File: src/rtl/irq_route_pkg.sv
package irq_route_pkg;

    localparam int WORD_W   = 64;
    localparam int SRV_LSB  = 40;
    localparam int SRV_W    = 16;
    localparam int PRI_LSB  = 32;
    localparam int PRI_W    = 8;
    localparam int SEL_LSB  = 29;
    localparam int SEL_W    = 3;
    localparam int PEND_BIT = 24;
    localparam int LINK_W   = 2;
    localparam int EFF_W    = SRV_W - LINK_W;

    // status bit positions
    localparam int SHR_A_BIT = 47;
    localparam int SHR_B_BIT = 46;
    localparam int STAT_TOP  = 36;

    localparam logic [PRI_W-1:0] PRI_MASKED = '1;

    typedef struct packed {
        logic [SRV_W-1:0] srv;
        logic [PRI_W-1:0] pri;
        logic [SEL_W-1:0] sel;
        logic             pend;
    } vec_t;

    function automatic logic is_masked(logic [PRI_W-1:0] p);
        return p == PRI_MASKED;
    endfunction

    function automatic logic [EFF_W-1:0] eff_server(logic [SRV_W-1:0] s);
        return s[SRV_W-1:LINK_W];
    endfunction

    function automatic logic [WORD_W-1:0] vec_to_word(vec_t v);
        logic [WORD_W-1:0] w;
        w = '0;
        w[SRV_LSB +: SRV_W] = v.srv;
        w[PRI_LSB +: PRI_W] = v.pri;
        w[SEL_LSB +: SEL_W] = v.sel;
        w[PEND_BIT]         = v.pend;
        return w;
    endfunction

endpackage

File: src/rtl/irq_vec_slot.sv
module irq_vec_slot
    import irq_route_pkg::*;
#(
    parameter int IDX       = 0,
    parameter int NUM_LINES = 6
) (
    input  logic              clk,
    input  logic              rst,
    input  logic              lvl_q,
    input  logic              lvl_d,
    input  logic              wr_i,
    input  logic [WORD_W-1:0] wdata_i,
    output vec_t              vec_o
);

    vec_t vec_q, vec_n;
    logic masked_n;

    always_comb begin
        vec_n = vec_q;
        if (wr_i) begin
            vec_n.srv = wdata_i[SRV_LSB +: SRV_W];
            vec_n.pri = wdata_i[PRI_LSB +: PRI_W];
            vec_n.sel = wdata_i[SEL_LSB +: SEL_W];
        end
        masked_n = is_masked(vec_n.pri);
        if (lvl_d != lvl_q) begin
            vec_n.pend = lvl_d && !masked_n;
        end else if (wr_i && masked_n) begin
            vec_n.pend = 1'b0;
        end
    end

    always_ff @(posedge clk) begin
        if (rst) begin
            vec_q.srv  <= '0;
            vec_q.pri  <= PRI_MASKED;
            vec_q.sel  <= SEL_W'(IDX);
            vec_q.pend <= 1'b0;
        end else begin
            vec_q <= vec_n;
        end
    end

    assign vec_o = vec_q;

    p_mask_no_pend_r6: assert property (@(posedge clk) disable iff (rst)
        is_masked(vec_q.pri) |-> !vec_q.pend);

    p_pend_needs_level_r7: assert property (@(posedge clk) disable iff (rst)
        vec_q.pend |-> lvl_q);

    p_sel_in_range_r10: assert property (@(posedge clk) disable iff (rst)
        int'(vec_q.sel) < NUM_LINES);

endmodule

File: src/rtl/irq_line_fanout.sv
module irq_line_fanout
    import irq_route_pkg::*;
#(
    parameter int NUM_VEC   = 6,
    parameter int NUM_LINES = 6
) (
    input  logic [NUM_VEC-1:0]            lvl_i,
    input  logic [NUM_VEC-1:0][SEL_W-1:0] sel_i,
    output logic [NUM_LINES-1:0]          line_o
);

    for (genvar l = 0; l < NUM_LINES; l++) begin : g_line
        logic hit;
        always_comb begin
            hit = 1'b0;
            for (int v = 0; v < NUM_VEC; v++) begin
                if (lvl_i[v] && (sel_i[v] == SEL_W'(l))) hit = 1'b1;
            end
        end
        assign line_o[l] = hit;
    end

endmodule

File: src/rtl/irq_source_router.sv
module irq_source_router
    import irq_route_pkg::*;
#(
    parameter int NUM_VEC   = 6,
    parameter int NUM_LINES = 6,
    localparam int NUM_SRC  = NUM_VEC + 1,
    localparam int ADDR_W   = $clog2(NUM_VEC + 2)
) (
    input  logic                       clk,
    input  logic                       rst,
    input  logic [NUM_SRC-1:0]         src_i,
    input  logic                       wr_en_i,
    input  logic [ADDR_W-1:0]          addr_i,
    input  logic [WORD_W-1:0]          wdata_i,
    output logic [WORD_W-1:0]          rdata_o,
    output logic                       err_o,
    output logic [NUM_LINES-1:0]       line_o,
    output logic [NUM_VEC*EFF_W-1:0]   srv_o,
    output logic [NUM_VEC*PRI_W-1:0]   prio_o
);

    localparam logic [ADDR_W-1:0] ADR_CTL  = ADDR_W'(NUM_VEC);
    localparam logic [ADDR_W-1:0] ADR_STAT = ADDR_W'(NUM_VEC + 1);

    logic [NUM_SRC-1:0]            stat_q;
    logic [NUM_VEC-1:0]            lvl_q, lvl_d, wr_hit;
    logic [NUM_VEC-1:0][SEL_W-1:0] sel_all;
    vec_t                          vec [NUM_VEC];
    logic                          wr_vec, sel_ok, err_q;

    // live level capture
    always_ff @(posedge clk) begin
        if (rst) stat_q <= '0;
        else     stat_q <= src_i;
    end

    // write decode
    assign wr_vec = wr_en_i && (addr_i < ADR_CTL);
    assign sel_ok = int'(wdata_i[SEL_LSB +: SEL_W]) < NUM_LINES;

    always_ff @(posedge clk) begin
        if (rst) err_q <= 1'b0;
        else     err_q <= wr_vec && !sel_ok;
    end
    assign err_o = err_q;

    for (genvar v = 0; v < NUM_VEC; v++) begin : g_vec
        if (v == 0) begin : g_shared
            assign lvl_q[v] = stat_q[0] | stat_q[1];
            assign lvl_d[v] = src_i[0] | src_i[1];
        end else begin : g_single
            assign lvl_q[v] = stat_q[v+1];
            assign lvl_d[v] = src_i[v+1];
        end

        assign wr_hit[v] = wr_vec && sel_ok && (addr_i == ADDR_W'(v));

        irq_vec_slot #(.IDX(v), .NUM_LINES(NUM_LINES)) u_slot (
            .clk     (clk),
            .rst     (rst),
            .lvl_q   (lvl_q[v]),
            .lvl_d   (lvl_d[v]),
            .wr_i    (wr_hit[v]),
            .wdata_i (wdata_i),
            .vec_o   (vec[v])
        );

        assign sel_all[v]                = vec[v].sel;
        assign srv_o[v*EFF_W +: EFF_W]   = eff_server(vec[v].srv);
        assign prio_o[v*PRI_W +: PRI_W]  = vec[v].pri;
    end

    irq_line_fanout #(.NUM_VEC(NUM_VEC), .NUM_LINES(NUM_LINES)) u_fanout (
        .lvl_i  (lvl_q),
        .sel_i  (sel_all),
        .line_o (line_o)
    );

    // read mux
    always_comb begin
        rdata_o = '1;
        for (int v = 0; v < NUM_VEC; v++) begin
            if (addr_i == ADDR_W'(v)) rdata_o = vec_to_word(vec[v]);
        end
        if (addr_i == ADR_CTL) begin
            rdata_o            = '0;
            rdata_o[SHR_A_BIT] = stat_q[0];
            rdata_o[SHR_B_BIT] = stat_q[1];
        end
        if (addr_i == ADR_STAT) begin
            rdata_o = '0;
            for (int s = 2; s < NUM_SRC; s++) begin
                rdata_o[STAT_TOP - (s - 2)] = stat_q[s];
            end
        end
    end

    p_shared_holds_line_r9: assert property (@(posedge clk) disable iff (rst)
        (stat_q[0] || stat_q[1]) |-> line_o[vec[0].sel]);

    p_reject_keeps_sel_r10: assert property (@(posedge clk) disable iff (rst)
        err_q |-> $stable(sel_all));

endmodule

File: config.mk
export PLATFORM = sky130hd
export DESIGN_NAME = irq_source_router
export DESIGN_NICKNAME = d
export VERILOG_FILES = /design/src/rtl/irq_route_pkg.sv /design/src/rtl/irq_vec_slot.sv /design/src/rtl/irq_line_fanout.sv /design/src/rtl/irq_source_router.sv
export SDC_FILE = /design/constraint.sdc
export NUM_CORES = 1
export LEC_CHECK = 0
export BUFFER_PORTS_ARGS = -buffer_cell sky130_fd_sc_hd__buf_4
export CORE_MARGIN = 4
export CORE_UTILIZATION = 49
export CTS_BUF_LIST = sky130_fd_sc_hd__clkbuf_2 sky130_fd_sc_hd__clkbuf_4 sky130_fd_sc_hd__clkbuf_8
export DETAILED_ROUTE_END_ITERATION = 16
export PLACE_DENSITY = 0.75
export SLEW_MARGIN = 5
export SYNTH_ARGS = -nofsm -noshare
export SYNTH_HDL_FRONTEND = slang
export SYNTH_SLANG_ARGS = --single-unit
File: constraint.sdc
create_clock -name clk -period 1.5 [get_ports clk]
set_input_delay 0.075 -clock clk [delete_from_list [all_inputs] [get_ports clk]]
set_output_delay 0.075 -clock clk [all_outputs]
set_load 0.02 [all_outputs]
==> summary.txt <==
Critical path
  • CP startpoint kind: flip-flop
  • Required time of the worst setup path: 1.42 ns
  • Setup CP Type: reg2out
  • CP max stage delay: 0.35 ns
  • CP Cell Sequence: nor2_4 > buf_4 > nor3b_4 > a211oi_2 > nand2_1 > buf_6
  • Critical path arrival: 1.74 ns
  • Crit end category: output port
  • CP max stage cell: dfxtp_2
  • Worst Path Max Fanout: 4

Final layout
  • Final non-filler cell total: 1681
  • Fin nets: 1480
  • Storage cell area: 0.00365 mm^2
  • Synthesis-to-layout area growth: 29.5%
  • Fillers: 1566
  • Share of layout cells above drive strength 1: 39.0%
  • Antenna Cells: 0
  • Multi-input gate area: 0.00508 mm^2

GRT
  • Remaining Overflow, GRT: 0
  • Global-route wire length before repair: 49900 um
  • Antenna violations before repair: 0
  • Largest net degree at the start of global routing: 78
  • Total GRT Usage: 28.4%
  • Vias in the first global route: 8909

Yosys
  • Avg Inst Size Synth: 7.69 um^2
  • Asr flop ratio synth: 0%
  • Synth top area share: 36.4%
  • #FFs+latches synth: 176
  • EDFF count, synth: 0
  • Commonest cells post-synth: nand2_1 (333), dfxtp_1 (176), buf_4 (174), a21oi_1 (125), nand3b_1 (55)
  • Synth area leader: dfxtp_1
  • Library cells used by synthesis: 52
  • Sequential fraction of the synthesis area: 36.4%
  • Top cells by area, synth: dfxtp_1 (36%), buf_4 (13%), nand2_1 (13%)
  • Synth Warn #: 0
  • Synth Cell Area: 0.00969 mm^2
  • Top FF cell, synth: dfxtp_1
  • Most numerous cell in the Yosys netlist: nand2_1
  • Synth Instances: 1260

Clock tree
  • Clock Sinks: 176
  • CTS tree: yes
  • TritonCTS buffer count: 17
  • Clock slew at reported path FFs: 0.10 ns
  • Root Driver: clkbuf_8
  • Clk_lat worst skew: 0.47 ns
  • CTS Buffer Depth: 2
  • CTS H-tree lvls: 4

Job
  • # Max-Cap Violations: 0

Timing
  • Final setup vio count: 35
  • Transition time of the tightest slew-check pin: 0.919 ns
  • Tcrit/Tclk final: 121%
  • Top achievable clock speed: 0.550 GHz
  • Fin. Hold Viols: 0
  • TNS Setup: -7.14 ns
  • Min cycle time layout: 1.82 ns
  • Slew headroom: 37.2%
  • Pins Over Slew Limit: 0
  • Unrepaired setup endpoints after global routing: true
  • Worst Skew: 0.00379 ns
  • Setup ws final: -0.317 ns

Detailed routing
  • Detailed Route Iter0 Violations: 972
  • Vias: 9591
  • DRT Pass-1 Iters: 5
  • Vias/cell: 5.71
  • Antenna Nets Post-Route: 0
  • Routed WL: 32700 um
  • Wirelength per Cell: 19.4 um
  • DR DRC count: 0

Pwr
  • Combinational power share: 20.3%
  • PwrDens: 820 mW/mm^2
  • Internal Dissipation: 6920 uW
  • Net Sw Power: 3370 uW
  • Sequential power share: 47.8%
  • Net Sw Frac: 32.7%
  • Worst VDD drop: 0.553 mV
  • Clock share of power: 32.0%
  • Leakage: 0.00515 uW

Placement
  • DP Cell Count: 1569
  • DP Worst Slack: -0.00925 ns
  • Number of buffers added on ports: 206
  • Detailed placer's ending HPWL: 22400 um
  • Gpl congestion: 0.975

Floorplanning
  • Die Wd: 149 um
  • Die area: 0.0221 mm^2
  • Row count: 51
  • Initial Util: 49.8%
  • Core area: 0.0195 mm^2
  • Die Y: 149 um
  • I/O pin total: 280

Worst hold path
  • Hold Path Class: in2reg

Outcome
  • Violated checks: setup timing
  • Status: finished with violations
-- layer usage --
layer / GRT usage, % / vias to the layer above / wire length (um)
li1: - / 4396 / -
met1: 39.3 / 4547 / 13200
met2: 43.8 / 568 / 15100
met3: 6.92 / 80 / 3470
met4: 9.33 / 0 / 875
met5: 0 / - / 0
-- power groups by stage --
stage | combinational (uW) | clock (uW) | sequential (uW)
floorplan | 1250 | 0 | 4970
CTS | 2000 | 3320 | 4910
finish | 2080 | 3290 | 4910
detailed placement | 1790 | 0 | 5010
global placement | 1760 | 0 | 5010
global route | 2200 | 3540 | 4930
-- sequential cells by signal (all words and copies together) (netlist names) --
name and count:
g_vec.u_slot.vec_o 168, stat_q 7, err_o 1
-- cell families (layout without fill, tap and decap cells) --
family,after synthesis,count (layout),share of synthesized area (%)
buffers and inverters,281,402,18.4
DFF,176,176,36.4
muxes,24,24,3.00
and+or+nand+nor,510,510,24.8
other,1,36,0.0387
AOI/OAI and AO/OA,268,268,17.4
-- final cells by class --
type,instances,area share (%)
clock buffer,17,1.87
clock inverter,15,1.30
inverter,17,0.668
multi-input combinational,838,40.5
sequential,176,29.1
tap,265,2.64
timing repair buffer,353,23.9
-- worst paths after layout --
path / from / to / slack, ns / cells after the start
min: wdata_i[31] / g_vec[2].u_slot.vec_o[3] / 0.05 / 4
max reg2reg: stat_q[3] / g_vec[2].u_slot.vec_o[0] / 0.10 / 4
max: stat_q[0] / line_o[4] / -0.32 / 6
min reg2reg: g_vec[4].u_slot.vec_o[13] / g_vec[4].u_slot.vec_o[13] / 0.46 / 2
-- placed cells by master, fill, tap and decap left out, drive strengths merged, types with 30 or more instances in the layout --
master and n:
a21oi 125, buf 317, conb 36, dfxtp 176
dlygate4sd3 36, nand2 333, nand3b 55, nor2 43
o21ai 30, o22ai 33
-- metrics by stage --
step,util [%],hold WS [ns],power [uW],instance area (um^2)
floorplan,-,0.196,6230,9970
global placement,55.8,0.308,6780,10900
detailed placement,55.8,0.315,6800,10900
CTS,63.2,0.00898,10200,12300
global route,64.5,0.0273,10700,12500
finish,64.5,0.0521,10300,12500
-- critical path, delay by kind of cell (launching register included) --
family,cells,cell delay (ns)
simple gates,3,0.35
flops,1,0.35
compound gates,1,0.26
buf+inv,2,0.30
-- what timing repair did --
action	CTS	global route
gates resized for setup	169	51
setup buffers	36	8
hold endpoints to repair	161	0
pin swaps	55	34
hold buffers	36	0
endpoints found under the setup margin	34	36
Note: power is estimated with default switching activity, not from simulation.
